$ cat src/rtl/i2c_tmr_pkg.sv
// Shared types for the two-wire bus timing generator.
// Assumes: nothing beyond IEEE 1800-2017.
package i2c_tmr_pkg;

    // Sequencer phases of one request.
    typedef enum logic [2:0] {
        ST_IDLE,   // waiting for a request
        ST_LOW,    // clock held low, low half counting
        ST_RISE,   // clock released, waiting to read it high
        ST_HIGH,   // clock seen high, high interval counting
        ST_MID,    // START only: data low, clock still high
        ST_TAIL    // final interval before done
    } tmr_state_e;

    // Kind of request in progress.
    typedef enum logic [1:0] {
        OP_NONE,
        OP_START,
        OP_STOP,
        OP_BIT
    } tmr_op_e;

endpackage

$ cat src/rtl/i2c_tmr_sync.sv
// Multi-flop resynchronizer for asynchronous pad inputs.
// Assumes: STAGES >= 1; the reset value is the idle level of the lines.
module i2c_tmr_sync #(
    parameter int              WIDTH   = 2,
    parameter int              STAGES  = 2,
    parameter logic [WIDTH-1:0] RST_VAL = '1
) (
    input  logic             clk,
    input  logic             rst_n,
    input  logic [WIDTH-1:0] din,
    output logic [WIDTH-1:0] dout
);

    generate
        if (STAGES == 1) begin : g_single
            logic [WIDTH-1:0] stage_q;

            // Single capture flop.
            always_ff @(posedge clk) begin
                if (!rst_n) stage_q <= RST_VAL;
                else        stage_q <= din;
            end

            assign dout = stage_q;
        end else begin : g_chain
            logic [STAGES-1:0][WIDTH-1:0] stage_q;

            // Shift chain: stage 0 captures the pad, the top stage feeds logic.
            always_ff @(posedge clk) begin
                if (!rst_n) stage_q <= {STAGES{RST_VAL}};
                else        stage_q <= {stage_q[STAGES-2:0], din};
            end

            assign dout = stage_q[STAGES-1];
        end
    endgenerate

endmodule

$ cat src/rtl/i2c_tmr_interval.sv
// Down-counter for one timed interval.
// After a load of N, expired reads 1 once max(N,1)-1 further edges have passed,
// so a state that leaves on expired lasts exactly max(N,1) cycles.
// Assumes: load and expiry are sampled by the same clocked sequencer.
module i2c_tmr_interval #(
    parameter int CNT_W = 16
) (
    input  logic             clk,
    input  logic             rst_n,
    input  logic             load,
    input  logic [CNT_W-1:0] load_val,
    output logic             expired
);

    localparam logic [CNT_W-1:0] ONE = CNT_W'(1);

    logic [CNT_W-1:0] cnt_q;

    // Load (zero is treated as one) or count down to zero and hold.
    always_ff @(posedge clk) begin
        if (!rst_n) begin
            cnt_q <= '0;
        end else if (load) begin
            cnt_q <= (load_val == '0) ? '0 : load_val - ONE;
        end else if (cnt_q != '0) begin
            cnt_q <= cnt_q - ONE;
        end
    end

    assign expired = (cnt_q == '0);

endmodule

$ cat src/rtl/i2c_bus_timer.sv
// Two-wire bus timing and condition generator.
// Runs one START, STOP or bit-slot request at a time, driving open-drain
// pull-down enables for the clock and data lines with programmable periods
// and hold times, all counted in system clock cycles.
// Assumes: cfg_* are stable while busy; cfg_scl_div >= 2; bit and STOP
// requests are issued only while the clock line is held low by this block.
module i2c_bus_timer
    import i2c_tmr_pkg::*;
#(
    parameter int CNT_W       = 16,
    parameter int SYNC_STAGES = 2
) (
    input  logic             clk,
    input  logic             rst_n,
    input  logic [CNT_W-1:0] cfg_scl_div,
    input  logic [CNT_W-1:0] cfg_start_hold,
    input  logic [CNT_W-1:0] cfg_stop_setup,
    input  logic [CNT_W-1:0] cfg_data_hold,
    input  logic             req_start,
    input  logic             req_stop,
    input  logic             req_bit,
    input  logic             bit_val,
    input  logic             scl_in,
    input  logic             sda_in,
    output logic             scl_drive_low,
    output logic             sda_drive_low,
    output logic             rx_bit,
    output logic             done,
    output logic             busy
);

    // Low and high halves of the bus clock period.
    logic [CNT_W-1:0] half_lo;
    logic [CNT_W-1:0] half_hi;
    assign half_lo = cfg_scl_div >> 1;
    assign half_hi = cfg_scl_div - half_lo;

    // Resynchronized pad levels.
    logic [1:0] pads_s;
    logic       scl_s;
    logic       sda_s;

    i2c_tmr_sync #(
        .WIDTH   (2),
        .STAGES  (SYNC_STAGES),
        .RST_VAL (2'b11)
    ) u_sync (
        .clk   (clk),
        .rst_n (rst_n),
        .din   ({scl_in, sda_in}),
        .dout  (pads_s)
    );

    assign scl_s = pads_s[1];
    assign sda_s = pads_s[0];

    // Registered state.
    tmr_state_e state_q, state_n;
    tmr_op_e    op_q, op_n;
    logic       scl_low_q, scl_low_n;
    logic       sda_low_q, sda_low_n;
    logic       rx_q, rx_n;
    logic       done_q, done_n;

    // Interval counter shared by every timed phase.
    logic             cnt_load;
    logic [CNT_W-1:0] cnt_val;
    logic             cnt_expired;

    i2c_tmr_interval #(
        .CNT_W (CNT_W)
    ) u_interval (
        .clk      (clk),
        .rst_n    (rst_n),
        .load     (cnt_load),
        .load_val (cnt_val),
        .expired  (cnt_expired)
    );

    // Next-state logic: request acceptance and phase sequencing.
    always_comb begin
        state_n   = state_q;
        op_n      = op_q;
        scl_low_n = scl_low_q;
        sda_low_n = sda_low_q;
        rx_n      = rx_q;
        done_n    = 1'b0;
        cnt_load  = 1'b0;
        cnt_val   = '0;

        unique case (state_q)
            ST_IDLE: begin
                if (req_start) begin
                    op_n      = OP_START;
                    sda_low_n = 1'b0;
                    cnt_load  = 1'b1;
                    cnt_val   = half_lo;
                    state_n   = ST_LOW;
                end else if (req_stop) begin
                    op_n      = OP_STOP;
                    sda_low_n = 1'b1;
                    cnt_load  = 1'b1;
                    cnt_val   = half_lo;
                    state_n   = ST_LOW;
                end else if (req_bit) begin
                    op_n      = OP_BIT;
                    sda_low_n = !bit_val;
                    cnt_load  = 1'b1;
                    cnt_val   = half_lo;
                    state_n   = ST_LOW;
                end
            end
            ST_LOW: begin
                if (cnt_expired) begin
                    scl_low_n = 1'b0;
                    state_n   = ST_RISE;
                end
            end
            ST_RISE: begin
                if (scl_s) begin
                    cnt_load = 1'b1;
                    cnt_val  = (op_q == OP_STOP) ? cfg_stop_setup : half_hi;
                    state_n  = ST_HIGH;
                end
            end
            ST_HIGH: begin
                if (cnt_expired) begin
                    cnt_load = 1'b1;
                    unique case (op_q)
                        OP_START: begin
                            sda_low_n = 1'b1;
                            cnt_val   = cfg_start_hold;
                            state_n   = ST_MID;
                        end
                        OP_STOP: begin
                            sda_low_n = 1'b0;
                            cnt_val   = half_hi;
                            state_n   = ST_TAIL;
                        end
                        default: begin
                            rx_n      = sda_s;
                            scl_low_n = 1'b1;
                            cnt_val   = cfg_data_hold;
                            state_n   = ST_TAIL;
                        end
                    endcase
                end
            end
            ST_MID: begin
                if (cnt_expired) begin
                    scl_low_n = 1'b1;
                    cnt_load  = 1'b1;
                    cnt_val   = cfg_data_hold;
                    state_n   = ST_TAIL;
                end
            end
            ST_TAIL: begin
                if (cnt_expired) begin
                    done_n  = 1'b1;
                    state_n = ST_IDLE;
                end
            end
            default: state_n = ST_IDLE;
        endcase
    end

    // State and line-driver registers.
    always_ff @(posedge clk) begin
        if (!rst_n) begin
            state_q   <= ST_IDLE;
            op_q      <= OP_NONE;
            scl_low_q <= 1'b0;
            sda_low_q <= 1'b0;
            rx_q      <= 1'b0;
            done_q    <= 1'b0;
        end else begin
            state_q   <= state_n;
            op_q      <= op_n;
            scl_low_q <= scl_low_n;
            sda_low_q <= sda_low_n;
            rx_q      <= rx_n;
            done_q    <= done_n;
        end
    end

    assign scl_drive_low = scl_low_q;
    assign sda_drive_low = sda_low_q;
    assign rx_bit        = rx_q;
    assign done          = done_q;
    assign busy          = (state_q != ST_IDLE);

    // the completion pulse never lasts two cycles.
    p_done_single_r7: assert property (@(posedge clk) disable iff (!rst_n)
        done_q |=> !done_q);

    // completion coincides with the return to idle.
    p_done_idle_r7: assert property (@(posedge clk) disable iff (!rst_n)
        done_q |-> (state_q == ST_IDLE));

    // the request kind cannot change while one is in progress.
    p_op_locked_r8: assert property (@(posedge clk) disable iff (!rst_n)
        (state_q != ST_IDLE) |=> $stable(op_q));

    // with the clock released, the data line moves only as a START or STOP edge.
    p_sda_quiet_r10: assert property (@(posedge clk) disable iff (!rst_n)
        (!$stable(sda_low_q) && !$past(scl_low_q) && !scl_low_q)
        |-> ((op_q == OP_START && sda_low_q) || (op_q == OP_STOP && !sda_low_q)));

    // during the data hold the clock stays low and the data line is frozen.
    p_hold_frozen_r4: assert property (@(posedge clk) disable iff (!rst_n)
        (state_q == ST_TAIL && op_q != OP_STOP) |-> (scl_low_q && $stable(sda_low_q)));

    // a finished START leaves both lines pulled low.
    p_start_end_r2: assert property (@(posedge clk) disable iff (!rst_n)
        (done_q && op_q == OP_START) |-> (scl_low_q && sda_low_q));

    // a finished STOP leaves both lines released.
    p_stop_end_r3: assert property (@(posedge clk) disable iff (!rst_n)
        (done_q && op_q == OP_STOP) |-> (!scl_low_q && !sda_low_q));

endmodule

$ cat config.mk
export PLATFORM = sky130hd
export DESIGN_NAME = i2c_bus_timer
export DESIGN_NICKNAME = d
export VERILOG_FILES = /design/src/rtl/i2c_tmr_pkg.sv /design/src/rtl/i2c_tmr_sync.sv /design/src/rtl/i2c_tmr_interval.sv /design/src/rtl/i2c_bus_timer.sv
export SDC_FILE = /design/constraint.sdc
export NUM_CORES = 1
export LEC_CHECK = 0
export ABC_AREA = 1
export CORE_ASPECT_RATIO = 0.9
export CORE_MARGIN = 10
export CORE_UTILIZATION = 49
export DETAILED_ROUTE_END_ITERATION = 10
export PLACE_DENSITY = 0.86
export SLEW_MARGIN = 40
export SYNTH_ARGS = -nofsm -noshare
export SYNTH_HDL_FRONTEND = slang
export SYNTH_SLANG_ARGS = --single-unit
$ cat constraint.sdc
create_clock -name clk -period 3.5 [get_ports clk]
set_clock_uncertainty 0.1 [all_clocks]
set_input_delay 1.05 -clock clk [delete_from_list [all_inputs] [get_ports clk]]
set_output_delay 1.05 -clock clk [all_outputs]
set_load 0.01 [all_outputs]
======== Word level (Yosys, flattened, before mapping) ========
Index checks and enable logic that the tools add are counted.
cells by class
  add/sub/neg operators ................... 3
  eq/ne operators ......................... 15
  muxes and demuxes ....................... 42
  bitwise logic cells ..................... 1
  reduce and logical (&&, ||, !) cells .... 18
operator list
  operator               number
  $mux 16                7
  $pmux 16 s4            1
  $mux 15                3
  $logic_not 16->1       2
  $pmux 16 s2            1
  $sub 16x1->16 const B  2
  $mux 3                 8
  $pmux 3 s6             1
  $reduce_bool 16->1     1
  $sub 16x15->16         1
  $mux 1                 14
  $ne 2x2->1 const B     5
  $reduce_bool 3->1      3
  $eq 3x2->1 const B     2
  $eq 3x3->1 const B     2
  $mux 2                 3
  $pmux 1 s3             2
  $reduce_and 6->1       1
  $reduce_and 5->1       1
  $ne 4x4->1 const B     1
  $pmux 1 s2             2
  $reduce_and 2->1       2
  $reduce_and 4->1       1
  $reduce_bool 2->1      2
  10 further kinds       11
word-level totals
  register bits ........................... 29
  input bits .............................. 72
  output and inout port bits .............. 5
  logic and storage cells ................. 88

======== Logic depth before layout (Yosys ltp) ========
Gate-level depths: netlist (run 1).
  word-level depth ........................ 7
  gate-level depth with buffers ........... 22
  depth with buffers taken out ............ 21

======== Hierarchy ========
From an unflattened synthesis (run 1), not the netlist that was laid out.
second synthesis, totals
  cell total of the unflattened synthesis .. 741
  area total of the unflattened synthesis .. 3,997.6 µm²
by module, submodules not included
  module            times used  cells an instance  area each (µm²)
  i2c_bus_timer     1           464                2,372.3
  i2c_tmr_interval  1           263                1,500.2
  i2c_tmr_sync      1           14                 125.1

======== Worst setup path after synthesis (run 1) ========
OpenSTA, ideal clock, no wires.
  path type ............................... input to register
  start ................................... in cfg_scl_div[0]
  end ..................................... reg u_interval.cnt_q[4]
  library setup time ...................... 0.138 ns
  arrival ................................. 3.094 ns
  path slack .............................. 0.168 ns
  stages .................................. 22
  buffers on the path ..................... 1
  path through ............................ inv_1 -> ha_1 -> fa_1 -> inv_1 -> nand3_1 -> nand2_1 -> nand2_1 -> nand2_1 -> nand2_1 -> nand2_1 -> nand2_1 -> nand2_1 -> o21ai_0 -> inv_1 -> nand2_1 -> nor2_1 -> nand3_1 -> nor2_2 -> nor2_4 -> buf_6 -> nand2_1 -> a21oi_1
between the ends
  word-level cells in the longest chain between the ends .. 7
  elaborated cells on any way between the ends .. 10
  classes of those cells .................. add/sub: 2; mux: 7; reduce/logical: 1
ends and longest elaborated chain
  what                                               line                                        source
  start, declared                                    i2c_bus_timer.sv:15                         input logic [CNT_W-1:0] cfg_scl_div,
  $sub 16x15->16 *                                   i2c_bus_timer.sv:36                         assign half_hi = cfg_scl_div - half_lo;
  $pmux 16 s2 or $mux 16 (tied branches)             i2c_bus_timer.sv:129, i2c_bus_timer.sv:122
  $mux 16, on equally long branches                  i2c_bus_timer.sv:127, i2c_bus_timer.sv:120
  $pmux 16 s4 *                                      i2c_bus_timer.sv:91                         unique case (state_q)
  $sub 16x1->16 or $logic_not 16->1 (tied branches)  i2c_tmr_interval.sv:24                      cnt_q <= (load_val == '0) ? '0 : load_val - ONE;
  $mux 16 *                                          i2c_tmr_interval.sv:24
  $mux 16 *                                          i2c_tmr_interval.sv:23                      end else if (load) begin
  end signal, assigned                               i2c_tmr_interval.sv:24
  end signal, assigned                               i2c_tmr_interval.sv:26                      cnt_q <= cnt_q - ONE;
  end, declared                                      i2c_tmr_interval.sv:17                      logic [CNT_W-1:0] cnt_q;
Mark *: on every way between the ends. The rest lies on a longest branch, timed or not.
A chain may end at the register's enable or synchronous reset.

======== Worst setup path after layout (run 1) ========
  start ................................... in cfg_scl_div[5]
  end ..................................... reg u_interval.cnt_q[15]
between the ends
  word-level cells in the longest chain between the ends .. 7
  elaborated cells on any way between the ends .. 13
  classes of those cells .................. add/sub: 2; mux: 10; reduce/logical: 1
ends and longest elaborated chain
  what                                               line                                       source
  $sub 16x15->16 or $mux 15 (tied branches)          i2c_bus_timer.sv:36, i2c_bus_timer.sv:105
  $pmux 16 s2, or another cell as far along          i2c_bus_timer.sv:129                       unique case (op_q)
  $mux 16, or another cell as far along              i2c_bus_timer.sv:127                       if (cnt_expired) begin
  $pmux 16 s4 *                                      i2c_bus_timer.sv:91
  $sub 16x1->16 or $logic_not 16->1 (tied branches)  i2c_tmr_interval.sv:24
  $mux 16 *                                          i2c_tmr_interval.sv:24
  $mux 16 *                                          i2c_tmr_interval.sv:23
Marked as above.

==> results of run 1 <==
final timing paths:
kind | end | slack, ps
setup / recovery | u_interval.cnt_q[15] | 60
hold / removal | u_sync.dout[1] | 310
setup reg to reg | u_interval.cnt_q[10] | 490
hold reg to reg | u_sync.dout[1] | 310
report_power, final:
group / switching, mW / internal [mW] / total [mW]
clock network: 0.138 / 0.231 / 0.369
registers: 0.0772 / 0.427 / 0.504
logic: 2.07 / 1.32 / 3.39
total: 2.28 / 1.98 / 4.26
cell families (layout without fill, tap and decap cells):
kind of cell,Yosys count,count (layout),synth area share
adders and majority gates,22,22,0.0670
DFF,29,29,0.138
and+or+nand+nor,451,451,0.468
xor gates and xnor gates,8,8,0.0166
AOI/OAI and AO/OA,129,129,0.170
buffers and inverters,147,305,0.141
metal layers:
| metal | global-route usage | share of wire | vias up |
|---|---|---|---|
| met5 | 0 | 0 | - |
| met4 | 0.0996 | 0.048 | 0 |
| met3 | 0.0412 | 0.099 | 91 |
| met2 | 0.406 | 0.46 | 460 |
| met1 | 0.295 | 0.39 | 2715 |
| li1 | - | - | 2824 |
final cells by class:
class / instances / area share
well taps: 119 / 0.0231
inverters: 129 / 0.0755
flip-flops and latches: 29 / 0.0900
multi-input cells: 610 / 0.563
clock buffers: 6 / 0.0128
repair buffers: 168 / 0.230
clock inverters: 2 / 0.00582
critical path, delay by kind of cell:
| family | cells | cell delay, ps |
|---|---|---|
| simple gates | 15 | 1560 |
| buf+inv | 3 | 560 |
| fa+ha+maj | 1 | 290 |
| compound gates | 1 | 100 |
registers in the layout, summed over array words and instances, names as in the netlist:
name	count
rx_bit	1
sda_drive_low	1
done	1
u_interval.cnt_q	16
state_q	3
u_sync.g_chain.stage_q	2
u_sync.dout	2
op_q	2
scl_drive_low	1
cells in the final DEF (no fill, tap or decap), drive strengths merged:
cell type,count
dfxtp,29
dlygate4sd2,4
xnor2,2
or2,6
buf,92
clkdlybuf4s50,61
nand3,78
nor2,102
nor3b,2
nor3,7
o21a,2
o21ai,50
nand3b,1
clkinvlp,1
o31ai,2
o221ai,1
a21oi,67
clkdlybuf4s15,2
o22ai,3
clkbuf,10
nand4,11
xor2,6
a31oi,1
dlymetal6s2s,5
clkinv,1
a211oi,2
nor4,1
bufinv,1
fa,1
inv,128
ha,21
nand2,242
and2,1
o2111ai,1
through the flow:
stage          utilization  std cells  cell area (sq um)
2_1_floorplan            -        786               4220
3_3_place_gp         0.667       1043               5660
3_5_place_dp         0.667       1043               5660
4_1_cts              0.721       1059               6120
5_1_grt              0.760       1063               6450
6_report             0.760       1063               6450
what timing repair did:
item | in CTS | in global routing
pin swaps | 36 | 51
gates resized for setup | 72 | 95
endpoints found under the setup margin | 16 | 16
setup buffers | 9 | 4
==> metrics, run 1 <==
CP max stage delay=290 ps; Max rail drop VDD=0.000545 V; Vias per Instance=5.73; layout cell share with drive strength beyond 1=0.280; GR Overflow Total=0; Yosys top cell area share=0.214; minimum clock period=3440 ps; Max Cap Viol=0; number of buffers created by CTS=5; max-slew violations=0; RD Place Congestion=0.980; PnR worst setup slack=~55 ps; die area=12700 sq um; Ports=slightly below 80; antenna diode count=0; endpoints failing setup=0; syn_nets=880; Hold Crit Depth=1; RR Startpoint=op_q[0]; Crit. End Element=register; CTS root buf=clkbuf_8; most common cell in the synthesized netlist=nand2_1; number of flops mapped to enable cells by yosys=0; Area Growth Syn to Fin=52.8%; crit-path cells=dlygate4sd2_1 > ha_4 > buf_4 > nand2_1 > nor2_1 > nand2_1 > nand3_2 > nand2_1 > nand2_1 > nand2_1 > nand2_1 > nand2_1 > nor2_4 > nand3_2 > nor3_1 > buf_4 > nand3_1 > nand2_1 > nand3_2 > a21oi_2; Pwr Total=between 4 and 5 mW; final hold slack=314 ps; r2r worst-path depth=19; Netlist cell types=48; PortBufs=76; Core ar.=8490 sq um; Via Count=around 6100; cell area after synthesis=4220 sq um; Routed WL=between 15 and 20 mm; number of synthesized register bits=29; Clock transition at path regs=~60 ps; async set-or-reset flop fraction in the synthesized netlist=0; initial core utilization=0.497; vias in the first global route=5735; TNS Setup=0 ps; Post-synth top cells=nand2_1, inv_1, nor2_1; GRT Util Overall=0.239; Area contributors post-synth=nand2_1, dfxtp_1, inv_1; worst slew pin tran=704 ps; Synth Instances=786; Synth Warn #=0; Fin. Hold Viols=0; Detail Route Antenna Nets=0; headroom to the max-slew limit=0.531; CP most frequent cell=nand2_1; critical path data arrival time=3570 ps; CTS sink cnt=29; largest net degree at the start of global routing=35; cell taking the most area after synthesis=nand2_1; TritonCTS clock tree=yes; H-tree depth=2; crit start category=input pin; # fillers=624; drt pass-1 iters=6; Die Span Y=108 um; routed len/inst=between 15 and 20 um; syn avg cell area=5.37 sq um; Worst Hold Class=reg -> reg; period utilization=0.984; Clock Path Buffers=2; # DRC=0; Die X=~120 um; Row Count=32; WS Path Type=in -> reg; initial antenna violation count=0; fin nets=approximately 1000; slowest cell on the critical path=ha_4; Setup crit start=cfg_scl_div[5]; hold buffers post-CTS=0; area of the multi-input gates=3630 sq um; hold path start=u_sync.g_chain.stage_q[1]; critical path fanouts, max=4; register area=a little under 600 sq um; pre-CTS WS=-601 ps; Critical Path RT=3630 ps; first-pass GRT wire length=approximately 26 mm; Max Freq=0.290 GHz; initial DRC count=roughly 730; status=finished, final reports clean; clk_lat worst skew=between 200 and 300 ps; leakage=3.26 nW; Detailed Place HPWL=11.6 mm; Synth Flop Type=dfxtp_1; sequential element share of the synthesized area=0.138; pwr dens=661 nW/um^2
Power figures use the tool's default switching activity.
==> run 2: changes to the inputs <==
--- a/config.mk
+++ b/config.mk
@@ -15,3 +15,4 @@
 export SYNTH_ARGS = -nofsm -noshare
 export SYNTH_HDL_FRONTEND = slang
 export SYNTH_SLANG_ARGS = --single-unit
+export TNS_END_PERCENT = 10
==> results of run 2 <==
Same layout as run 1: the final DEF is identical, and so are final timing and power.
==> run 3: changes to the inputs <==
--- a/config.mk
+++ b/config.mk
@@ -11,6 +11,7 @@
 export CORE_UTILIZATION = 49
 export DETAILED_ROUTE_END_ITERATION = 10
 export PLACE_DENSITY = 0.86
+export SETUP_SLACK_MARGIN = 0.4
 export SLEW_MARGIN = 40
 export SYNTH_ARGS = -nofsm -noshare
 export SYNTH_HDL_FRONTEND = slang
==> run 3 against run 2 <==
  * The flow now finishes with violations (design-rule violations, negative setup slack)
  * Hold slack gained 7.6 ps
  * Routed wire length grew 23%
  * Design area grew 3.3%
  * Global-route usage grew 3.9 points
  * Register-to-register slack is essentially flat
  * Non-clock buffer count grew 2
  * Combinational power grew 4%
  * Setup slack lost 290 ps
  * Die area is the same
  * Sequential power grew 1%
  * Power grew 2.7%
  * Critical endpoint is now u_interval.cnt_q[7]
==> metrics, run 3 (synthesis results as in run 1) <==
status=complete, but fails checks; failing checks=design-rule violations, negative setup slack; initial antenna violation count=0 (unchanged); Area Growth Syn to Fin=57.9%; number of buffers created by CTS=5 (unchanged); Vias per Instance=6.25 (+9.0%); fin nets=1040 (+0.29%); WS Path Type=in -> reg; Row Count=32 (unchanged); vias in the first global route=6395 (+12%); GRT busiest layer=met2; Via Count=6651 (+9.2%); most common cell after layout, fill and taps aside=nand2_1; Detail Route Antenna Nets=0 (unchanged); leading cell types in the layout, fill and taps excluded=nand2_1, inv_1, buf_4; period utilization=1.07 (+0.0819); critical path data arrival time=3800 ps (+230 ps); Die Span Y=108 um (unchanged); first-pass GRT wire length=29.8 mm (+15%); final hold slack=321 ps (+7.63 ps); Max Freq=0.268 GHz (-7.7%); GRT Util Overall=0.278 (+0.0391); die area=12700 sq um (unchanged); Fin. Hold Viols=0 (unchanged); net switching power figure=2.44 mW (+6.9%); headroom to the max-slew limit=0.441 (-0.0894); worst slew pin tran=838 ps (+134 ps); RD Place Congestion=0.943 (-3.9%); H-tree depth=2 (unchanged); # DRC=30 (+30); leakage=3.28 nW (+0.60%); Max rail drop VDD=0.000428 V (-21%); max reg flops=16 (unchanged); Pint=1.94 mW (-2.2%); PortBufs=76 (unchanged); PnR worst setup slack=-232 ps (-287 ps); Routed WL=21.0 mm (+23%); Critical Path RT=3570 ps (-60 ps); initial DRC count=1130 (+55%); final non-filler cell area=6660 sq um (+3.3%); Max Cap Viol=0 (unchanged); Placed Area=5700 sq um (+0.69%); GR Layer Usage met2=0.449 (+0.0429); Die X=118 um (unchanged); TNS Setup=-830 ps (-830 ps); hold buffers post-CTS=0 (unchanged); crit start category=input pin; layout cell share with drive strength beyond 1=0.334 (+0.0544); combinational share of power=0.804 (+0.009); pwr dens=657 nW/um^2 (-0.62%); drt pass-1 iters=11 (+5); Worst Hold Class=reg -> reg; CTS root buf=clkbuf_8; routed len/inst=19.7 um (+22%); sw frac=0.557 (+0.0220); antenna diode count=0 (unchanged); Clock transition at path regs=70 ps (about the same); area of the multi-input gates=3860 sq um (+6.4%); Biggest register=u_interval.cnt_q; TritonCTS clock tree=yes; clk_lat worst skew=290 ps (about the same); endpoints failing setup=15 (+15); max-slew violations=0 (unchanged); unrepaired setup endpoints after global routing=yes; critical path fanouts, max=7 (+3); M1 GR Usage=0.317 (+0.0216); Detailed Place HPWL=11.8 mm (+2.4%); Clock Path Buffers=2 (unchanged); Ports=77 (unchanged); initial core utilization=0.497 (unchanged); # fillers=521 (-17%); Clock power frac=0.079 (-0.008); Top Registers=u_interval.cnt_q x16, state_q x3; GR Overflow Total=0 (unchanged); met3 global-route usage=0.0855 (+0.0443); Pwr Total=4.38 mW (+2.7%); Finished Core Util=0.785 (+0.0254); Sequential Power Share=0.116 (-0.002); Core ar.=8490 sq um (unchanged); Crit. End Element=register; largest net degree at the start of global routing=22 (-37%); register area=581 sq um (unchanged); minimum clock period=3730 ps (+287 ps); CTS sink cnt=29 (unchanged)
[run 3: cell types whose count changed in the layout (fill, tap and decap cells not counted), moves of 4 or more]
cell | before | now
a21oi_4 | 3 | 7
buf_2 | 0 | 9
nand3_1 | 48 | 41
nand2_1 | 207 | 180
nand2_2 | 29 | 53
nand3_4 | 3 | 9
dlymetal6s2s_1 | 5 | 0
a21oi_2 | 18 | 14
nor2_4 | 11 | 15
inv_1 | 110 | 104
[run 3: per-layer routing]
metal  up-vias  wire, um
li1       2832         -
met1      2888      7110
met2       690      8740
met3       241      3150
met4         0      2030
met5         -         0
[run 3: final cells by class]
cell class	count	area share
multi-input combinational	611	0.579
timing repair buffer	170	0.220
sequential	29	0.0871
inverter	129	0.0757
tap	119	0.0223
clock buffer	5	0.0103
clock inverter	2	0.00526
[run 3: power groups by stage]
stage                     combinational (mW)  sequential [mW]  clock, mW
after floorplan                         1.81            0.493          0
after global placement                  2.67            0.505          0
after detailed placement                2.73            0.506          0
after CTS                               3.06            0.501      0.345
after global routing                    3.71            0.516      0.359
final                                   3.52            0.509      0.348
[run 3: what timing repair did]
item                                   CTS  global route
gates cloned                             1             0
resized for setup                      188            60
setup buffers                           12             4
setup endpoints to repair               16            16
pin swaps                               69            35
endpoints found under the hold margin    0             0
[run 3: final timing paths]
| path | slack [ps] | startpoint | to | depth (start not counted) |
|---|---|---|---|---|
| min | 320 | u_sync.g_chain.stage_q[0] | u_sync.dout[0] | 1 |
| max | -230 | cfg_scl_div[3] | u_interval.cnt_q[7] | 20 |
| max reg2reg | 500 | u_interval.cnt_q[0] | u_interval.cnt_q[7] | 18 |
| min reg2reg | 320 | u_sync.g_chain.stage_q[0] | u_sync.dout[0] | 1 |
[run 3: critical path, stage by stage]
cell and delay [ps]:
buf_2 90, buf_6 130, inv_12 30, ha_4 320, nand2_1 80, nor2_2 110, nand2_2 140, nand3_4 190
nand2_1 110, nand2_1 70, nand2_1 80, nand2_1 120, nand2_2 100, nor2_4 170, nand3_1 170, nor2_1 220
nand2_1 160, or2_0 270, nand3_2 90, a21oi_1 90
[run 3: per-stage QoR]
stage / cells / setup WS [ps]
after global routing: 1065 / -250
after global placement: 1041 / -484
after floorplan: 786 / 285
final: 1065 / -232
after detailed placement: 1041 / -620
after CTS: 1061 / 294
